--- src/rtl/msr_pkg.sv ---
package msr_pkg;

    localparam int LINE_COUNT = 4;

    // Packed order gives the byte layout: dcd at the top, cts at the bottom.
    typedef struct packed {
        logic dcd;
        logic ri;
        logic dsr;
        logic cts;
    } lines_t;

    typedef struct packed {
        lines_t level;
        lines_t change;
    } status_t;

    // Ring flags only its trailing edge; the other lines flag any toggle.
    function automatic lines_t detect_change(lines_t prev, lines_t now);
        lines_t d;
        d.cts = prev.cts ^ now.cts;
        d.dsr = prev.dsr ^ now.dsr;
        d.dcd = prev.dcd ^ now.dcd;
        d.ri  = prev.ri & ~now.ri;
        return d;
    endfunction

    function automatic lines_t loop_map(logic rts, logic dtr, logic out1, logic out2);
        lines_t m;
        m.cts = rts;
        m.dsr = dtr;
        m.ri  = out1;
        m.dcd = out2;
        return m;
    endfunction

endpackage

--- src/rtl/msr_sync.sv ---
module msr_sync #(
    parameter int STAGES = 2,
    parameter int WIDTH  = 4
) (
    input  logic             clk,
    input  logic             rst,
    input  logic [WIDTH-1:0] din,
    output logic [WIDTH-1:0] dout
);
    logic [STAGES-1:0][WIDTH-1:0] chain;

    always_ff @(posedge clk) begin
        if (rst) begin
            chain <= '0;
        end else begin
            chain[0] <= din;
            for (int i = 1; i < STAGES; i++) begin
                chain[i] <= chain[i-1];
            end
        end
    end

    assign dout = chain[STAGES-1];
endmodule

--- src/rtl/msr_src_sel.sv ---
module msr_src_sel
    import msr_pkg::*;
(
    input  logic   loop_en,
    input  lines_t pin_lines,
    input  lines_t ctl_lines,
    output lines_t cur_lines
);
    always_comb begin
        cur_lines = loop_en ? ctl_lines : pin_lines;
    end
endmodule

--- src/rtl/msr_delta.sv ---
module msr_delta
    import msr_pkg::*;
(
    input  logic    clk,
    input  logic    rst,
    input  lines_t  cur_lines,
    input  logic    rd_stb,
    output status_t stat_q
);
    lines_t fresh;

    always_comb begin
        fresh = detect_change(stat_q.level, cur_lines);
    end

    always_ff @(posedge clk) begin
        if (rst) begin
            stat_q <= '0;
        end else begin
            stat_q.level  <= cur_lines;
            stat_q.change <= (rd_stb ? lines_t'('0) : stat_q.change) | fresh;
        end
    end

    // change bits never drop without a read
    p_sticky_r4: assert property (@(posedge clk) disable iff (rst)
        !rd_stb |=> ((stat_q.change & $past(stat_q.change)) == $past(stat_q.change)));

    // ring rising edge never sets its flag
    p_ri_rise_quiet_r3: assert property (@(posedge clk) disable iff (rst)
        (!stat_q.level.ri && cur_lines.ri && (rd_stb || !stat_q.change.ri)) |=> !stat_q.change.ri);

    // a read with no new activity leaves no change bits
    p_read_clear_r7: assert property (@(posedge clk) disable iff (rst)
        (rd_stb && (cur_lines == stat_q.level)) |=> (stat_q.change == '0));

    // CTS toggle coinciding with a read is kept
    p_keep_event_r8: assert property (@(posedge clk) disable iff (rst)
        (rd_stb && (cur_lines.cts != stat_q.level.cts)) |=> stat_q.change.cts);
endmodule

--- src/rtl/modem_status_unit.sv ---
module modem_status_unit
    import msr_pkg::*;
#(
    parameter int SYNC_STAGES = 2
) (
    input  logic       clk,
    input  logic       rst,
    input  logic       cts_pin,
    input  logic       dsr_pin,
    input  logic       dcd_pin,
    input  logic       ri_pin,
    input  logic       loop_en,
    input  logic       rts_ctl,
    input  logic       dtr_ctl,
    input  logic       out1_ctl,
    input  logic       out2_ctl,
    input  logic       rd_stb,
    input  logic       irq_en,
    output logic [7:0] status_q,
    output logic       irq_req
);
    lines_t  raw_pins;
    lines_t  synced;
    lines_t  ctl_lines;
    lines_t  cur_lines;
    status_t stat;

    always_comb begin
        raw_pins.cts = cts_pin;
        raw_pins.dsr = dsr_pin;
        raw_pins.dcd = dcd_pin;
        raw_pins.ri  = ri_pin;
        ctl_lines    = loop_map(rts_ctl, dtr_ctl, out1_ctl, out2_ctl);
    end

    msr_sync #(.STAGES(SYNC_STAGES), .WIDTH(LINE_COUNT)) u_sync (
        .clk  (clk),
        .rst  (rst),
        .din  (raw_pins),
        .dout (synced)
    );

    msr_src_sel u_sel (
        .loop_en   (loop_en),
        .pin_lines (synced),
        .ctl_lines (ctl_lines),
        .cur_lines (cur_lines)
    );

    msr_delta u_delta (
        .clk       (clk),
        .rst       (rst),
        .cur_lines (cur_lines),
        .rd_stb    (rd_stb),
        .stat_q    (stat)
    );

    assign status_q = stat;
    assign irq_req  = irq_en && (stat.change != '0);

    // reset clears the byte
    p_reset_r1: assert property (@(posedge clk) rst |=> (status_q == 8'h00));

    // loopback levels track the control bits one edge later
    p_loop_map_r6: assert property (@(posedge clk) disable iff (rst)
        loop_en |=> (status_q[7:4] == $past({out2_ctl, out1_ctl, dtr_ctl, rts_ctl})));

    // no request without enable and pending change
    p_irq_quiet_r9: assert property (@(posedge clk) disable iff (rst)
        ((status_q[3:0] == 4'h0) || !irq_en) |-> !irq_req);
endmodule

--- config.mk ---
export PLATFORM = sky130hd
export DESIGN_NAME = modem_status_unit
export DESIGN_NICKNAME = d
export VERILOG_FILES = /design/src/rtl/msr_pkg.sv /design/src/rtl/msr_sync.sv /design/src/rtl/msr_src_sel.sv /design/src/rtl/msr_delta.sv /design/src/rtl/modem_status_unit.sv
export SDC_FILE = /design/constraint.sdc
export NUM_CORES = 1
export LEC_CHECK = 0
export BUFFER_PORTS_ARGS = -buffer_cell sky130_fd_sc_hd__buf_2
export CAP_MARGIN = 20
export CELL_PAD_IN_SITES_DETAIL_PLACEMENT = 1
export CELL_PAD_IN_SITES_GLOBAL_PLACEMENT = 2
export CORE_UTILIZATION = 29
export CTS_CLUSTER_SIZE = 25
export DETAILED_ROUTE_END_ITERATION = 10
export PLACE_DENSITY = 0.87
export SLEW_MARGIN = 20
export SYNTH_ARGS = -nofsm -noshare
export SYNTH_HDL_FRONTEND = slang
export SYNTH_HIERARCHICAL = 1
export SYNTH_SLANG_ARGS = --single-unit
--- constraint.sdc ---
create_clock -name clk -period 1.44 [get_ports clk]
set_input_delay 0.072 -clock clk [delete_from_list [all_inputs] [get_ports clk]]
set_output_delay 0.072 -clock clk [all_outputs]
set_load 0.005 [all_outputs]
==> flow_summary_export.csv <==
group,metric,value,unit
drt,drc,0,
power,p_comb_share,11.0,%
yosys,synth_top_cell_by_area,"dfxtp_1",
worst_setup_path,cp_data_arrival_time,1.17,ns
placed_design,io_buffers,21,
worst_setup_path,crit_type,"reg -> out",
power,seqPwrFrac,55.6,%
drt,antenna_left,0,
clocking,cts_buffers,3,
yosys,synth_edf_count,0,
worst_setup_path,reg2reg_depth,3,
worst_setup_path,worstPathRequired,1.37,ns
clocking,postCtsSetupRepairBufs,0,
yosys,syn_inst,49,
hold_path,holdPathStages,2,
worst_setup_path,r2r-end,"u_delta/stat_q[0]$_SDFF_PP0_",
yosys,ys_top_cells_by_count,"dfxtp_1 (16), nor2b_1 (11), nand2b_1 (5)",
finish,diodes,0,
finish,fin_nets,86,
timing,fin_crit_sh,86.04,%
timing,fmax,0.8071,GHz
clocking,tritoncts,"built",
power,power_switching,184.3,uW
yosys,synth_seq_cells,16,
timing,grt_setup_unrepaired,"no",
timing,clock_skew,0.002059,ns
yosys,synth_warnings,6,
worst_setup_path,startpoint_type,"register",
yosys,syn_nets,62,
finish,drive_gt1_share,41.67,%
clocking,clock_path_buffers,2,
clocking,clk_pin_slew,0.09,ns
drt,vias,404,
placed_design,dp_cells,91,
run_status,status,"finished clean",
worst_setup_path,worstReg2RegStart,"u_sync/dout[0]$_SDFF_PP0_",
power,power,864.7,uW
hold_path,hold_path.class,"in -> reg",
die,die_x,46.02,um
drt,vias_per_cell,4.165,
hold_path,min_from,"cts_pin",
grt,grt_max_degree,17,
clocking,htreeDepth,1,
clocking,clock_latency,0.28,ns
drt,drt_first_iter_violations,0,
timing,finalSetupViolCount,0,
yosys,syn_area,561.8,um2
worst_setup_path,endpoint_kind,"output pin",
die,rows,15,
grt,grt.overflow.total,0,
placed_design,place.gp.congestion,0.6394,
yosys,async_reset_ff_share,0,%
die,die-area,0.002117,mm2
power,peakVddDrop,0.5529,mV
power,p_per_area,1194,mW/mm2
yosys,seq_area_frac_synth,57.02,%
grt,antenna_found_initial,0,
yosys,yosysMostFrequentCell,"dfxtp_1",
timing,hold_viol,0,
die,initial_core_util,31.84,%
placed_design,dp_hpwl,761.6,um
worst_setup_path,r2r_slack,0.52,ns
grt,grt_pass1_wl,1497,um
worst_setup_path,worstPathMaxFanout,3,
clocking,clock_sinks,16,
yosys,synth_area_leaders,"dfxtp_1 (57%), nor2b_1 (12%), mux2_2 (8.0%), nand2b_1 (5.6%), buf_4 (5.3%)",
finish,syn_to_final_growth,28.95,%
power,p_int,680.4,uW
finish,stdcell_count,97,
clocking,clockRootBuffer,"clkbuf_4",
timing,fin_crit,1.239,ns
hold_path,worst_hold_path.endpoint,"u_sync/chain[0]$_SDFF_PP0_",
power,p_clk_share,33.4,%
yosys,synthFlopType,"dfxtp_1",
timing,timing.setup.tns,0,ns
yosys,netlist.area_leader.share,57.02,%
yosys,syn_avg_cell_area,11.47,um2
drt,wire_per_inst,10.32,um
timing,worstMarginPinSlew,0.2838,ns
die,die_h,46.02,um
grt,grt.total_usage,10.45,%
drt,drt_first_pass_iters,1,
timing,final-max-slew-violation-count,0,
yosys,synth_cell_type_count,9,
die,core_area,0.001764,mm2
power,p_sw_share,21.31,%
drt,routed_wl,1001,um
grt,grt_pass1_vias,397,
clocking,cts-resized-gates,0,
timing,relSlewSlack,81.08,%
die,ios,22,
power,leakagePower,0.3178,nW
run,maxCapViolations,0,
## registers in the layout, indices dropped and copies added, names as in the netlist
name	count
u_sync/dout	4
u_delta/stat_q	8
u_sync/chain	4
## what timing repair did
action                                  4_1_cts  5_1_grt
hold buffers                                  2        0
hold endpoints to repair                      2        0
endpoints found under the setup margin        0        0
## metal layers
metal | global-route usage [%] | vias up | wire length, um
met5 | 0 | - | 0
met4 | 7.059 | 0 | 5
li1 | - | 201 | -
met1 | 8.959 | 185 | 379
met2 | 20.28 | 16 | 543
met3 | 2.778 | 2 | 72
## logic make-up after synthesis
logic type	count (synthesis)	synth area share, %
AO/OA/AOI/OAI	5	5.568
XOR/XNOR	3	4.678
buffers and inverters	4	5.345
flip-flops	16	57.02
multiplexers	4	8.017
AND/OR/NAND/NOR	17	19.38
## power groups by stage
stage               clock (mW)  combinational [mW]  sequential, mW
CTS                      0.300              0.0968           0.481
global route             0.314               0.108           0.484
finish                   0.289              0.0947           0.481
detailed placement           0              0.0924           0.492
floorplan                    0              0.0491           0.491
global placement             0              0.0893           0.490
## worst max path at each step
stage / slack, ns / startpoint / to
global route: 0.16 / u_delta/stat_q[1]$_SDFF_PP0_ / irq_req
detailed placement: 0.51 / u_delta/stat_q[1]$_SDFF_PP0_ / irq_req
finish: 0.20 / u_delta/stat_q[1]$_SDFF_PP0_ / irq_req
floorplan: 0.46 / u_sync/dout[1]$_SDFF_PP0_ / u_delta/stat_q[1]$_SDFF_PP0_
CTS: 0.18 / u_delta/stat_q[1]$_SDFF_PP0_ / irq_req
global placement: 0.52 / loop_en / u_delta/stat_q[3]$_SDFF_PP0_
## critical path, stage by stage, from the launching register on
cell and delay, ns:
dfxtp_1 0.34, o41a_1 0.42, buf_2 0.13
## layout make-up
cell class	count	area [um2]
sequential	16	320.3
clock buffer	4	36.28
timing repair buffer	23	125.1
fill	226	1040
multi-input combinational	29	211.5
tap	25	31.28
## placed cells by master (no fill, tap or decap)
| master | synthesis | layout |
|---|---|---|
| dfxtp_1 | 16 | 16 |
| nor2b_1 | 11 | 11 |
| buf_2 | 0 | 21 |
| clkbuf_4 | 0 | 3 |
| dlygate4sd3_1 | 0 | 2 |
| a21oi_1 | 4 | 4 |
| nand2b_1 | 5 | 5 |
| mux2_2 | 4 | 4 |
| clkbuf_8 | 0 | 1 |
| xnor2_1 | 3 | 3 |
| nor2b_2 | 1 | 1 |
| o41a_1 | 1 | 1 |
## through the flow
stage               setup WS, ns  hold WS, ns  cell area [um2]  util [%]
floorplan                 0.4611       0.1378            561.8         -
global placement          0.5227       0.2803            668.1     37.87
detailed placement        0.5077       0.2894            668.1     37.87
CTS                       0.1826     0.007365            724.4     41.06
global route              0.1628      0.02297            724.4     41.06
finish                    0.2010     0.009715            724.4     41.06
No activity file was read; power rests on OpenSTA's default activity.
